$ cat src/rtl/syncmon_pkg.sv
// Shared types for the SYNC low-pulse monitor.
package syncmon_pkg;
    // Classification of a completed low pulse
    typedef enum logic [1:0] {
        EV_SMALL = 2'd0,
        EV_LARGE = 2'd1,
        EV_OTHER = 2'd2
    } ev_kind_t;

    localparam int unsigned N_KINDS = 3;
endpackage

$ cat src/rtl/syncmon_tracker.sv
// Tracks the SYNC level, counts consecutive low samples (saturating),
// arms on a high-to-low transition and flags a pulse end on low-to-high.
// Assumes sync_n is already synchronous to clk.
module syncmon_tracker #(
    parameter int LEN_W = 12,
    parameter int TMO_W = 16
) (
    input  logic             clk,
    input  logic             rst_n,
    input  logic             sync_n,
    input  logic [TMO_W-1:0] loss_tmo,
    output logic             sync_q,
    output logic             pulse_end,
    output logic [LEN_W-1:0] end_len,
    output logic             loss_q
);
    localparam logic [LEN_W-1:0] LEN_MAX = {LEN_W{1'b1}};
    localparam int CMP_W = ((LEN_W > TMO_W) ? LEN_W : TMO_W) + 1;

    logic [LEN_W-1:0] run_q;
    logic [LEN_W-1:0] run_inc;
    logic             armed_q;

    // Saturating next value of the low-run counter
    always_comb begin
        run_inc = (run_q == LEN_MAX) ? run_q : run_q + 1'b1;
    end

    // Register level, low run length, arming and loss state
    always_ff @(posedge clk) begin
        if (!rst_n) begin
            sync_q  <= 1'b0;
            run_q   <= '0;
            armed_q <= 1'b0;
            loss_q  <= 1'b0;
        end else begin
            sync_q <= sync_n;
            if (sync_n) begin
                run_q   <= '0;
                armed_q <= 1'b0;
                loss_q  <= 1'b0;
            end else begin
                run_q  <= run_inc;
                loss_q <= CMP_W'(run_inc) > CMP_W'(loss_tmo);
                if (sync_q) begin
                    armed_q <= 1'b1;
                end
            end
        end
    end

    // A counted pulse ends when the line is first seen high again
    always_comb begin
        pulse_end = sync_n & ~sync_q & armed_q;
        end_len   = run_q;
    end
endmodule

$ cat src/rtl/syncmon_classify.sv
// Sorts a finished pulse length into small / large / other.
// Large test in octets: len*opf > 5*opf + 9. Purely combinational.
module syncmon_classify
    import syncmon_pkg::*;
#(
    parameter int LEN_W = 12,
    parameter int OPF_W = 8
) (
    input  logic [LEN_W-1:0] len,
    input  logic [OPF_W-1:0] opf,
    output ev_kind_t         kind
);
    localparam int PW = LEN_W + OPF_W + 1;

    logic [PW-1:0] len_octets;
    logic [PW-1:0] big_thr;

    // Pulse length and threshold in octet units
    always_comb begin
        len_octets = PW'(len) * PW'(opf);
        big_thr    = PW'(opf) * PW'(5) + PW'(9);
    end

    // Exactly two frames wins; the two tests cannot overlap anyway
    always_comb begin
        if (len == LEN_W'(2)) begin
            kind = EV_SMALL;
        end else if (len_octets > big_thr) begin
            kind = EV_LARGE;
        end else begin
            kind = EV_OTHER;
        end
    end
endmodule

$ cat src/rtl/syncmon_satcnt.sv
// Saturating event counter with synchronous clear; clear wins over inc.
module syncmon_satcnt #(
    parameter int W = 16
) (
    input  logic         clk,
    input  logic         rst_n,
    input  logic         clr,
    input  logic         inc,
    output logic [W-1:0] q
);
    localparam logic [W-1:0] Q_MAX = {W{1'b1}};

    // Count up to the ceiling, clear on request
    always_ff @(posedge clk) begin
        if (!rst_n || clr) begin
            q <= '0;
        end else if (inc && q != Q_MAX) begin
            q <= q + 1'b1;
        end
    end
endmodule

$ cat src/rtl/sync_err_mon.sv
// SYNC line low-pulse monitor, frame-clock domain.
// Measures each low pulse preceded by a high level, classifies it and
// keeps saturating counters, the last length and a sticky re-init flag.
// Assumes opf >= 1 and sync_n synchronous to clk.
module sync_err_mon
    import syncmon_pkg::*;
#(
    parameter int OPF_W = 8,
    parameter int LEN_W = 12,
    parameter int TMO_W = 16,
    parameter int CNT_W = 16
) (
    input  logic             clk,
    input  logic             rst_n,
    input  logic             sync_n,
    input  logic [OPF_W-1:0] opf,
    input  logic [TMO_W-1:0] loss_tmo,
    input  logic             clr,
    output logic             link_up,
    output logic             loss_flag,
    output logic [CNT_W-1:0] small_cnt,
    output logic [CNT_W-1:0] large_cnt,
    output logic [CNT_W-1:0] other_cnt,
    output logic [LEN_W-1:0] last_len,
    output logic             reinit_flag
);
    logic             pulse_end;
    logic [LEN_W-1:0] end_len;
    ev_kind_t         kind;
    logic [N_KINDS-1:0] ev_hit;
    logic [CNT_W-1:0] cnt_q [N_KINDS];

    syncmon_tracker #(.LEN_W(LEN_W), .TMO_W(TMO_W)) u_trk (
        .clk(clk), .rst_n(rst_n), .sync_n(sync_n), .loss_tmo(loss_tmo),
        .sync_q(link_up), .pulse_end(pulse_end), .end_len(end_len),
        .loss_q(loss_flag)
    );

    syncmon_classify #(.LEN_W(LEN_W), .OPF_W(OPF_W)) u_cls (
        .len(end_len), .opf(opf), .kind(kind)
    );

    // One counter per pulse kind, indexed by the enum value
    for (genvar g = 0; g < N_KINDS; g++) begin : g_cnt
        assign ev_hit[g] = pulse_end && (kind == ev_kind_t'(g));
        syncmon_satcnt #(.W(CNT_W)) u_cnt (
            .clk(clk), .rst_n(rst_n), .clr(clr), .inc(ev_hit[g]),
            .q(cnt_q[g])
        );
    end

    assign small_cnt = cnt_q[EV_SMALL];
    assign large_cnt = cnt_q[EV_LARGE];
    assign other_cnt = cnt_q[EV_OTHER];

    // Capture the length of every counted pulse
    always_ff @(posedge clk) begin
        if (!rst_n) begin
            last_len <= '0;
        end else if (pulse_end) begin
            last_len <= end_len;
        end
    end

    // Sticky re-init request, cleared only by clr
    always_ff @(posedge clk) begin
        if (!rst_n || clr) begin
            reinit_flag <= 1'b0;
        end else if (ev_hit[EV_LARGE]) begin
            reinit_flag <= 1'b1;
        end
    end
endmodule

$ cat config.mk
export PLATFORM = sky130hd
export DESIGN_NAME = sync_err_mon
export DESIGN_NICKNAME = d
export VERILOG_FILES = /design/src/rtl/syncmon_pkg.sv /design/src/rtl/syncmon_tracker.sv /design/src/rtl/syncmon_classify.sv /design/src/rtl/syncmon_satcnt.sv /design/src/rtl/sync_err_mon.sv
export SDC_FILE = /design/constraint.sdc
export NUM_CORES = 1
export LEC_CHECK = 0
export ABC_AREA = 1
export BUFFER_PORTS_ARGS = -buffer_cell sky130_fd_sc_hd__buf_2
export CORE_MARGIN = 2
export CORE_UTILIZATION = 44
export CTS_CLUSTER_SIZE = 12
export DETAILED_ROUTE_END_ITERATION = 8
export PLACE_DENSITY = 0.67
export SYNTH_ARGS = -nofsm -noshare
export SYNTH_HDL_FRONTEND = slang
export SYNTH_SLANG_ARGS = --single-unit
$ cat constraint.sdc
create_clock -name clk -period 6.68 [get_ports clk]
set_input_delay 1.336 -clock clk [delete_from_list [all_inputs] [get_ports clk]]
set_output_delay 1.336 -clock clk [all_outputs]
set_load 0.1 [all_outputs]
==> results.md <==
- The number of global-route vias before repair is about 7200.
- In this run the remaining antenna-violating nets after routing total 0.
- The count of different cell masters after synthesis is between 40 and 50.
- The clock-pin slew on the worst setup and hold paths is ~0.060 ns.
- Measured along the x axis, the die boundary spans around 140 um.
- The final-report hold violation count is 0.
- Of the available clock period, the critical path in the final layout requires 0.9247.
- The total of hold buffers inserted after clock tree synthesis is 0.
- The fill cell total of the finished layout is about 1800.
- The sink count of the clock tree is 76.
- The tree is rooted in a sky130_fd_sc_hd__clkbuf_16.
- Setup repair after global routing left no endpoint under its margin.
- The count of flip-flops with a built-in enable after synthesis is 0.
- The area of the die is roughly 20000 um^2.
- With fillers left out, the area of the finished cells amounts to ~9000 um^2.
- In the routed design, unresolved DRC markers number 0.
- For this configuration, the core starts out at a cell density of 0.4453.
- In this run the worst setup path begins at opf[3].
- The fraction of registers with async set/reset is 0.
- The congestion estimate from routability-driven global placement came to 0.8665.
- The area growth from synthesis to layout is 11.81%.
- The aggregate negative setup slack is 0 ns.
- The highest ir drop seen on vdd is ~0.00014 V.
- Across all setup checks in the final design, the least slack found is 0.5031 ns.
- Summing all placed instances gives a cell area of 8940 um^2.
- Headroom to the max-slew limit came out at 0.3950.
- The top achievable clock speed is between 150 and 200 MHz.
- The DRC violation total after the first TritonRoute iteration is 283.
- The average routed wire per standard cell is 12.58 um.
- The number of maximum-capacitance violations is 0.
- Counting flops and latches in the post-synthesis netlist gives 76.
- The detailed-route via count is ~7400.
- The y dimension of the die is 141.1 um.
- The number of optimization iterations in the first detailed-route pass is 5.
- The run finished with clean final reports.
- Of the cells placed in the final design, the portion with a size suffix greater than 1 is 0.1360.
- The standard cell core area is 18580 um^2.
- In this run, post-CTS repair resized a total of 0 instances.
- Among all flip-flop cells after synthesis, the most frequent one is sky130_fd_sc_hd__dfxtp_1.
- On the critical path the largest part of the delay comes from adder cells.
- In the layout the commonest cells are sky130_fd_sc_hd__nand2_1, sky130_fd_sc_hd__inv_1, sky130_fd_sc_hd__nor2_1, sky130_fd_sc_hd__buf_2, sky130_fd_sc_hd__ha_1.
- The classification of the worst setup path is primary input to flop.
- The maximum number of pins on one net before global-route repair is 27.
- The repair_antennas step left the layout with diodes totalling 0.
- Among all stages on the critical path, the largest delay is contributed by sky130_fd_sc_hd__fa_1.
- In this run the count of I/O pins placed on the die edge is 91.
- STA puts the critical path data required time at between 6 and 7 ns.
- The final routed wirelength across all metal layers is 19130 um.
- In this design, the critical path's most frequently occurring cell is sky130_fd_sc_hd__nand2_1.
- The library cell used most frequently in the layout, excluding fill and tap cells, is sky130_fd_sc_hd__nand2_1.
- The slew of the pin with the lowest slew margin is 0.9019 ns.
- Global routing finished with a remaining overflow of 0.
- The largest stage delay on the critical path is around 0.54 ns.
- Along the worst path, the maximum fanout reaches 19.
- The average vias per placed instance is slightly below 5.
- The final count of negative-setup-slack endpoints is 0.
- The critical register-to-register path startpoint is u_trk.end_len[1]$_SDFF_PP0_.
- For this run, the number of Yosys warnings is 0.
- Buffers inserted during clock tree synthesis total 9.
- The mean cell area of the mapped netlist is slightly below 7 um^2.
- The share of the Yosys chip area taken by registers is 0.1839.
- The number of antenna violations at the first check in global routing is 0.
- The share of synthesized area in the top cell type comes to 0.1839.
- TritonCTS built the clock tree.
- The design draws between 0.001 and 0.0015 W.
- Row generation in the floorplan step produced 50 rows.
- For this run, the post-layout net count is 1456.
- The type of origin of the critical path is a primary input.
- The overall routing resource usage is 0.2014.
- The count of buffers inserted at the top-level ports is 90.
- For the final database, setup skew stands at 0.01090 ns.
- In the synthesized netlist, the number of instances is around 1200.
- The kind of end point of the critical path is a flop.
- In the post-synthesis netlist, the biggest area contributors are sky130_fd_sc_hd__dfxtp_1, sky130_fd_sc_hd__fa_1, sky130_fd_sc_hd__nand2_1.
- The type of the most critical hold path is flop to flop.
- The number of pins exceeding their max-slew limit in the final report is 0.
- Once layout is complete, the utilization of the core stands at 0.4978.
- The HPWL reported at the end of detailed placement is 15320 um.
- The final critical path time including I/O delays and setup is 6.177 ns.
- The first global-routing pass estimated between 30000 and 40000 um of wire.
- The number of nets in the synthesized netlist is about 1400.
- The worst hold path begins at reinit_flag$_SDFFE_PP0P_.
- The total power density per cell area is roughly 120 nW/um^2.
- Counting both buffers and inverters, the worst setup path holds a total of 6.
- Before CTS, the worst setup slack after placement is between 0.08 and 0.09 ns.
- The H-tree depth reported by CTS is 3.
- The clock latency on the worst-skew pair is roughly 0.34 ns.
- For this design the static power due to leakage is roughly 5.3 nW.
- The arrival time of the worst setup path is 6.43 ns.
- The post-CTS repair timing setup buffer count is 0.
- The combined area of all synthesized cells is 8273 um^2.
- The most area-hungry cell type in the Yosys netlist is sky130_fd_sc_hd__dfxtp_1.
- The clock passes through at most 2 buffers.
[sequential cells by signal (all words and copies together), names as in the netlist]
register       count
g_cnt.u_cnt.q     48
last_len          12
u_trk.end_len     12
reinit_flag        1
u_trk.armed_q      1
u_trk.loss_q       1
u_trk.sync_q       1
[path summary, 6_finish.rpt]
path              slack (ns)                                 to  depth (start not counted)
setup reg to reg        0.88  g_cnt[1].u_cnt.q[15]$_SDFFE_PP0P_                         29
setup / recovery        0.50  g_cnt[1].u_cnt.q[15]$_SDFFE_PP0P_                         30
hold reg to reg         0.48           reinit_flag$_SDFFE_PP0P_                          2
hold / removal          0.48           reinit_flag$_SDFFE_PP0P_                          2
[cells in the mapped netlist, types with 2 or more instances]
cell type and instances:
sky130_fd_sc_hd__nand3b_1 2, sky130_fd_sc_hd__xnor2_1 10, sky130_fd_sc_hd__nand4_1 11, sky130_fd_sc_hd__nor3_2 2, sky130_fd_sc_hd__nor4_1 5, sky130_fd_sc_hd__nand3_1 69
sky130_fd_sc_hd__nor2_1 92, sky130_fd_sc_hd__clkinv_1 2, sky130_fd_sc_hd__buf_6 2, sky130_fd_sc_hd__o21bai_1 4, sky130_fd_sc_hd__a21oi_1 65, sky130_fd_sc_hd__ha_1 85
sky130_fd_sc_hd__xor2_1 27, sky130_fd_sc_hd__nor3b_1 2, sky130_fd_sc_hd__nor3b_2 2, sky130_fd_sc_hd__dfxtp_1 76, sky130_fd_sc_hd__a21oi_2 13, sky130_fd_sc_hd__nand2_1 286
sky130_fd_sc_hd__nor2_4 2, sky130_fd_sc_hd__inv_2 4, sky130_fd_sc_hd__buf_2 6, sky130_fd_sc_hd__inv_1 259, sky130_fd_sc_hd__fa_1 61, sky130_fd_sc_hd__o21a_1 4
sky130_fd_sc_hd__buf_1 3, sky130_fd_sc_hd__nor2_2 4, sky130_fd_sc_hd__nand2_2 21, sky130_fd_sc_hd__o21ai_0 24, sky130_fd_sc_hd__nand4_2 2, sky130_fd_sc_hd__nand3_2 3
sky130_fd_sc_hd__o21ai_1 3, sky130_fd_sc_hd__clkbuf_1 22, sky130_fd_sc_hd__nor3_1 18
[worst min-delay path, delay by kind of cell, from the launching register on]
family	cells	cell delay, ns
simple gates	2	0.12
flops	1	0.33
[stage by stage]
stage	cells	hold slack (ns)
6_report	1521	0.4769
5_1_grt	1521	0.5065
4_1_cts	1521	0.4852
3_5_place_dp	1505	0.4685
3_3_place_gp	1505	0.4585
2_1_floorplan	1203	0.4551
[final cells by class]
class | instances | area (um^2) | area share
clock inverters | 6 | 71.32 | 0.007710
flip-flops and latches | 76 | 1521 | 0.1645
well taps | 234 | 292.8 | 0.03165
multi-input cells | 826 | 5579 | 0.6031
repair buffers | 102 | 540.5 | 0.05843
inverters | 267 | 1006 | 0.1088
clock buffers | 10 | 239.0 | 0.02584
[power breakdown]
| group | internal, W | switching [W] |
|---|---|---|
| combinational | 0.0000581 | 0.000110 |
| sequential | 0.000456 | 0.00000270 |
| clock | 0.000302 | 0.000205 |
[kinds of logic (layout without fill, tap and decap cells)]
| kind of cell | Yosys count | in the layout | synth area share |
|---|---|---|---|
| AO/OA/AOI/OAI | 117 | 117 | 0.08046 |
| XOR/XNOR | 37 | 37 | 0.03917 |
| adder cells (fa/ha/maj) | 146 | 146 | 0.2762 |
| buffers and inverters | 301 | 385 | 0.1417 |
| flip-flops | 76 | 76 | 0.1839 |
| AND/OR/NAND/NOR | 526 | 526 | 0.2786 |
[routing by layer]
metal	vias to the layer above	GRT usage	wire length, um
met3	26	0.02717	770
met5	-	0	0
met2	150	0.3551	9308
li1	3839	-	-
met1	3348	0.2540	8708
met4	0	0.06684	341
Note: power is estimated with default switching activity, not from simulation.
